===== config.mk =====
export PLATFORM = sky130hd
export DESIGN_NAME = idle_sequencer
export DESIGN_NICKNAME = d
export VERILOG_FILES = /design/src/rtl/idle_seq_pkg.sv /design/src/rtl/idle_seq_ctrl.sv /design/src/rtl/idle_seq_datapath.sv /design/src/rtl/idle_sequencer.sv
export SDC_FILE = /design/constraint.sdc
export NUM_CORES = 1
export LEC_CHECK = 0
export ABC_AREA = 1
export BUFFER_PORTS_ARGS = -buffer_cell sky130_fd_sc_hd__buf_2
export CORE_MARGIN = 4
export CORE_UTILIZATION = 45
export DETAILED_ROUTE_END_ITERATION = 6
export PLACE_DENSITY = 0.82
export SLEW_MARGIN = 20
export SYNTH_ARGS = -nofsm -noshare
export SYNTH_HDL_FRONTEND = slang
export SYNTH_SLANG_ARGS = --single-unit

===== constraint.sdc =====
create_clock -name clk -period 1.2 [get_ports clk]
set_clock_uncertainty 0.2 [all_clocks]
set_input_delay 0.06 -clock clk [delete_from_list [all_inputs] [get_ports clk]]
set_output_delay 0.06 -clock clk [all_outputs]
set_load 0.02 [all_outputs]

===== src/rtl/idle_seq_pkg.sv =====
package idle_seq_pkg;
  localparam int unsigned REG_CTRL   = 0;
  localparam int unsigned REG_PMC    = 1;
  localparam int unsigned REG_STATUS = 2;
  localparam int unsigned REG_PERIPH = 3;
  localparam int unsigned REG_WMASK  = 4;
  localparam int unsigned NPERIPH    = 2;

  typedef enum logic {
    ST_RUN  = 1'b0,
    ST_IDLE = 1'b1
  } seqState_t;

  typedef struct packed {
    logic enterIdle;
    logic exitIdle;
    logic clrStatus;
    logic wrPeriph;
    logic wrMask;
  } seqStrobe_t;
endpackage


===== src/rtl/idle_seq_ctrl.sv =====
module idle_seq_ctrl
  import idle_seq_pkg::*;
#(
  parameter int unsigned ADDR_W = 3
) (
  input  logic              clk,
  input  logic              rstN,
  input  logic              regWrEn,
  input  logic [ADDR_W-1:0] regAddr,
  input  logic              wrIdleBit,
  input  logic              wakeHit,
  output seqStrobe_t        strobe,
  output logic              isIdle
);
  seqState_t stateQ, stateNext;
  logic running;

  assign running = (stateQ == ST_RUN);
  assign isIdle  = (stateQ == ST_IDLE);

  // Register writes are decoded only while the CPU runs.
  always_comb begin
    strobe = '0;
    strobe.enterIdle = running && regWrEn && (regAddr == ADDR_W'(REG_CTRL)) && wrIdleBit;
    strobe.exitIdle  = isIdle && wakeHit;
    strobe.clrStatus = running && regWrEn && (regAddr == ADDR_W'(REG_PMC));
    strobe.wrPeriph  = running && regWrEn && (regAddr == ADDR_W'(REG_PERIPH));
    strobe.wrMask    = running && regWrEn && (regAddr == ADDR_W'(REG_WMASK));
  end

  always_comb begin
    stateNext = stateQ;
    unique case (stateQ)
      ST_RUN:  if (strobe.enterIdle) stateNext = ST_IDLE;
      ST_IDLE: if (strobe.exitIdle)  stateNext = ST_RUN;
      default: stateNext = ST_RUN;
    endcase
  end

  always_ff @(posedge clk or negedge rstN) begin
    if (!rstN) stateQ <= ST_RUN;
    else       stateQ <= stateNext;
  end

  // an idle request while running takes effect at the next edge
  a_r1_enter_idle: assert property (@(posedge clk) disable iff (!rstN)
    (running && regWrEn && regAddr == ADDR_W'(REG_CTRL) && wrIdleBit) |=> isIdle);

  // a wake seen while idle returns to running at the next edge
  a_r2_self_clear: assert property (@(posedge clk) disable iff (!rstN)
    (isIdle && wakeHit) |=> !isIdle);

  // no register strobe fires during idle
  a_r8_no_write_idle: assert property (@(posedge clk) disable iff (!rstN)
    isIdle |-> !(strobe.clrStatus || strobe.wrPeriph || strobe.wrMask));
endmodule


===== src/rtl/idle_seq_datapath.sv =====
module idle_seq_datapath
  import idle_seq_pkg::*;
#(
  parameter int unsigned ADDR_W  = 3,
  parameter int unsigned DATA_W  = 8,
  parameter int unsigned NWAKE   = 4,
  parameter int unsigned TIMER_W = 13
) (
  input  logic              clk,
  input  logic              rstN,
  input  seqStrobe_t        strobe,
  input  logic              isIdle,
  input  logic [ADDR_W-1:0] regAddr,
  input  logic [DATA_W-1:0] regWrData,
  output logic [DATA_W-1:0] regRdData,
  input  logic [NWAKE-1:0]  wakeIn,
  input  logic              pwmClkFromPll,
  output logic              wakeHit,
  output logic              cmpEn,
  output logic              borEn,
  output logic              pwmRun
);
  localparam logic [TIMER_W-1:0] TMR_MAX = {TIMER_W{1'b1}};

  logic [TIMER_W-1:0] tmrQ;
  logic               tmrOvf;
  logic               inHit;
  logic [NWAKE-1:0]   wakeMaskQ;
  logic [NPERIPH-1:0] periphQ;
  logic [NPERIPH-1:0] periphOn;
  logic [1:0]         statusQ;
  logic               unusedWrBits;

  assign unusedWrBits = ^regWrData[DATA_W-1:NWAKE];

  // Free-running wake timer; keeps counting in both states.
  always_ff @(posedge clk or negedge rstN) begin
    if (!rstN) tmrQ <= '0;
    else       tmrQ <= tmrQ + 1'b1;
  end
  assign tmrOvf  = (tmrQ == TMR_MAX);
  assign inHit   = |(wakeIn & wakeMaskQ);
  assign wakeHit = tmrOvf || inHit;

  always_ff @(posedge clk or negedge rstN) begin
    if (!rstN) begin
      wakeMaskQ <= '0;
      periphQ   <= '1;
    end else begin
      if (strobe.wrMask)   wakeMaskQ <= regWrData[NWAKE-1:0];
      if (strobe.wrPeriph) periphQ   <= regWrData[NPERIPH-1:0];
    end
  end

  // Exit cause: bit 0 timer, bit 1 wake input.
  always_ff @(posedge clk or negedge rstN) begin
    if (!rstN)                 statusQ <= '0;
    else if (strobe.exitIdle)  statusQ <= {inHit, tmrOvf};
    else if (strobe.clrStatus) statusQ <= '0;
  end

  for (genvar p = 0; p < NPERIPH; p++) begin : g_periph
    assign periphOn[p] = periphQ[p] && !isIdle;
  end
  assign cmpEn  = periphOn[0];
  assign borEn  = periphOn[1];
  assign pwmRun = !isIdle || pwmClkFromPll;

  always_comb begin
    regRdData = '0;
    if (regAddr == ADDR_W'(REG_STATUS))      regRdData[1:0]         = statusQ;
    else if (regAddr == ADDR_W'(REG_PERIPH)) regRdData[NPERIPH-1:0] = periphQ;
    else if (regAddr == ADDR_W'(REG_WMASK))  regRdData[NWAKE-1:0]   = wakeMaskQ;
  end

  // the timer wraps to zero after its last value
  a_r3_timer_wrap: assert property (@(posedge clk) disable iff (!rstN)
    (tmrQ == TMR_MAX) |=> (tmrQ == '0));

  // peripheral enables are low throughout idle
  a_r5_periph_off: assert property (@(posedge clk) disable iff (!rstN)
    isIdle |-> (!cmpEn && !borEn));

  // a system-clocked PWM timer is frozen in idle
  a_r6_pwm_frozen: assert property (@(posedge clk) disable iff (!rstN)
    (isIdle && !pwmClkFromPll) |-> !pwmRun);

  // a clear write empties the status register
  a_r7_status_clear: assert property (@(posedge clk) disable iff (!rstN)
    strobe.clrStatus |=> (statusQ == 2'b00));

  // configuration holds while idle
  a_r8_cfg_stable: assert property (@(posedge clk) disable iff (!rstN)
    isIdle |=> ($stable(periphQ) && $stable(wakeMaskQ)));
endmodule


===== src/rtl/idle_sequencer.sv =====
module idle_sequencer
  import idle_seq_pkg::*;
#(
  parameter int unsigned ADDR_W  = 3,
  parameter int unsigned DATA_W  = 8,
  parameter int unsigned NWAKE   = 4,
  parameter int unsigned TIMER_W = 13
) (
  input  logic              clk,
  input  logic              rstN,
  input  logic              regWrEn,
  input  logic [ADDR_W-1:0] regAddr,
  input  logic [DATA_W-1:0] regWrData,
  output logic [DATA_W-1:0] regRdData,
  input  logic [NWAKE-1:0]  wakeIn,
  input  logic              pwmClkFromPll,
  output logic              cpuStall,
  output logic              cmpEn,
  output logic              borEn,
  output logic              pwmRun
);
  seqStrobe_t strobe;
  logic       isIdle;
  logic       wakeHit;

  idle_seq_ctrl #(.ADDR_W(ADDR_W)) u_ctrl (
    .clk       (clk),
    .rstN      (rstN),
    .regWrEn   (regWrEn),
    .regAddr   (regAddr),
    .wrIdleBit (regWrData[0]),
    .wakeHit   (wakeHit),
    .strobe    (strobe),
    .isIdle    (isIdle)
  );

  idle_seq_datapath #(
    .ADDR_W (ADDR_W),
    .DATA_W (DATA_W),
    .NWAKE  (NWAKE),
    .TIMER_W(TIMER_W)
  ) u_dp (
    .clk          (clk),
    .rstN         (rstN),
    .strobe       (strobe),
    .isIdle       (isIdle),
    .regAddr      (regAddr),
    .regWrData    (regWrData),
    .regRdData    (regRdData),
    .wakeIn       (wakeIn),
    .pwmClkFromPll(pwmClkFromPll),
    .wakeHit      (wakeHit),
    .cmpEn        (cmpEn),
    .borEn        (borEn),
    .pwmRun       (pwmRun)
  );

  assign cpuStall = isIdle;

  // the stall output is low after reset
  a_r10_reset_run: assert property (@(posedge clk) $rose(rstN) |-> !cpuStall);
endmodule


==> impl_metrics.toml <==
[detailed_routing]
vias = 1165
dr.pass1.iters = 4
drc = 0
totalWireLength_um = 3426
first_iter_violations = 79
ant_nets = 0
viasPerCell = 5.087
post_drt_wl_per_cell_um = 14.96

[clocking]
cts_max_level = 1
clock_path_buffers = 2
cts_root_buf = "clkbuf_4"
hold_buffers = 12
path_clk_slew_ns = 0.12
cts_tree = "done"
numCtsBuffers = 3
clock_latency_ns = 0.30
cts_num_sinks = 22

[sta]
fin_crit_ns = 1.462
drv_slew = 0
fin_crit_sh_pct = 121.8
fmax_mhz = 684.1
finalHoldViolations = 2
setup_ws_ns = -0.2618
timing.hold.ws_ns = -0.03035
rsz0062_at_grt = "yes"
finalSetupViolCount = 28

[floorplan]
die_x_um = 57.86
io_pins = 31
core_area_um2 = 2297
rows = 17
start_util_pct = 48.69
die_h_um = 57.86
die_area_um2 = 3347

[synth]
synth_cell_types = 20
synth_top_area_cell = "dfrtp_1"
synthCells = 137
synth_edf_count = 0
synth_area_leaders = "dfrtp_1 45%, nand2_1 13%, inv_1 6.4%, dfstp_2 4.7%, nor2_1 4.7%"
synth_top_area_share_pct = 44.74
ys_seq_area_share_pct = 49.44
async_reset_ff_share_pct = 100.0
syn_area_um2 = 1119
yosys_register_bits = 22
avgSynthCellArea_um2 = 8.165
synth-main-ff-cell = "dfrtp_1"
ys_warn_count = 0

[pwr]
netSwitchingFraction_pct = 29.99
p_sw_uw = 487.6
ir_worst_vdd_v = 0.0006846
combPwrFrac_pct = 27.5
pwr-share-seq_pct = 52.0
clkPwrFrac_pct = 20.5
power.internal_uw = 1138
power.total_uw = 1626
powerDensity_nw_per_um2 = 868.0
leakage_uw = 0.0009635

[placed_design]
hpwl_um = 1856
place_congestion = 0.9467
portBuffers = 22

[critical_path]
max_stage_delay_ns = 0.60
crit_required_ns = 0.94
endpoint_kind = "primary output"
cp.buffers_inverters = 2
crit_family = "flip-flops"
critPathKind = "reg2out"
cp-start-kind = "flip-flop"
crit_chain = "inv_2, nor2_4, buf_6"
cp_slowest_cell = "dfstp_2"
crit_arrival_ns = 1.20
path_max_fanout = 3

[cells_and_area]
syn_to_final_growth_pct = 67.45
drive_above_1_share_pct = 50.75
final_util_pct = 81.54
finalNetCount = 222
antenna_cells = 0

[outcome]
status = "finished with violations"
violations = "hold timing, setup timing"

[grt]
first_global_vias = 1187
grt_overflow = 0
grt_usage_pct = 19.42
grt_max_degree = 23
antenna_found_initial = 0
grt_pass1_wl_um = 5043

[job]
cap_violations = 0

[min_path]
min_path_type = "in2reg"
==> kinds of logic after synthesis <==
group | count (synthesis) | share of synthesized area, %
other cells | 1 | 0.3352
xor+xnor | 10 | 7.830
compound gates | 8 | 3.579
buf+inv | 23 | 9.061
simple gates | 72 | 28.64
flops | 22 | 49.44
fa+ha+maj | 1 | 1.118
==> worst reg2reg max path, stage by stage (launching register included) <==
cell	delay [ns]
dfrtp_1	0.43
ha_4	0.17
nand3_4	0.10
buf_4	0.16
buf_6	0.11
xnor2_2	0.12
==> cell usage after synthesis (all sizes together), types with 2 or more instances <==
master,count
nor3,4
inv,19
dfstp,2
buf,4
nor2,17
nand2,40
o21ai,6
xor2,5
xnor2,5
a21oi,2
nand3,10
dfrtp,20
==> per-layer routing <==
metal	wire (um)	GRT usage [%]	up-vias	part of all wire, %
met5	0	0	-	0
met4	96	6.623	0	2.8
met3	144	2.004	12	4.2
met2	1845	36.77	53	54
met1	1339	22.44	560	39
li1	-	-	540	-
==> stage by stage <==
step                worst slack, ns  setup TNS, ns  area (um2)  instances  hold slack [ns]
floorplan                  -0.07423        -0.2332        1159        140          -0.4356
global placement           -0.09640        -0.5983        1394        202          -0.1606
detailed placement          -0.1726         -1.031        1394        202          -0.1520
CTS                         -0.1948         -2.575        1699        223         -0.08625
global route                -0.3106         -5.135        1873        229         -0.03062
finish                      -0.2618         -3.237        1873        229         -0.03035
==> power by group through the flow <==
stage | combinational, uW | sequential, uW | clock [uW]
2_1_floorplan | 150 | 841 | 0
3_3_place_gp | 231 | 844 | 0
3_5_place_dp | 239 | 847 | 0
4_1_cts | 321 | 834 | 353
5_1_grt | 484 | 851 | 386
6_report | 447 | 846 | 333
==> what timing repair did <==
item,4_1_cts,5_1_grt
pin swaps,14,15
hold endpoints to repair,31,1
gates resized for setup,35,39
buffers inserted,5,6
setup endpoints to repair,23,28
==> cell usage in the layout, fill, tap and decap left out, drive strengths merged <==
cell type     n
xor2          5
conb          4
clkbuf        4
xnor2         5
dlygate4sd3  12
dfrtp        20
dfstp         2
o21ai         6
a21oi         2
nand2        40
ha            1
inv          19
nor2         17
or2           1
nand3        10
nor3          4
buf          49
==> path summary, 6_finish.rpt <==
check / startpoint / to / slack [ns] / depth (start not counted)
max in group asynchronous: rstN / u_dp.periphQ[1] / 0.37 / 2
worst max-delay path: u_dp.periphQ[0] / cmpEn / -0.26 / 3
worst min-delay path: regAddr[1] / u_dp.statusQ[0] / -0.03 / 5
min in group asynchronous: rstN / u_dp.tmrQ[9] / 0.06 / 2
worst min register to register: u_dp.tmrQ[12] / u_dp.tmrQ[12] / 0.31 / 2
worst max register to register: u_dp.tmrQ[1] / u_dp.tmrQ[4] / -0.16 / 5
==> registers in the layout, indices dropped and copies added (netlist names) <==
name            count
u_dp.tmrQ          13
u_dp.periphQ        2
u_dp.statusQ        2
u_dp.wakeMaskQ      4
u_ctrl.isIdle       1
==> layout make-up <==
class | count | area [um2]
Multi-Input combinational cell | 95 | 675.6
Sequential cell | 22 | 554.3
Timing Repair Buffer | 61 | 505.5
Fill cell | 140 | 424.2
Inverter | 19 | 76.32
Tap cell | 28 | 35.03
Clock buffer | 4 | 26.28
No activity file was read; power rests on OpenSTA's default activity.
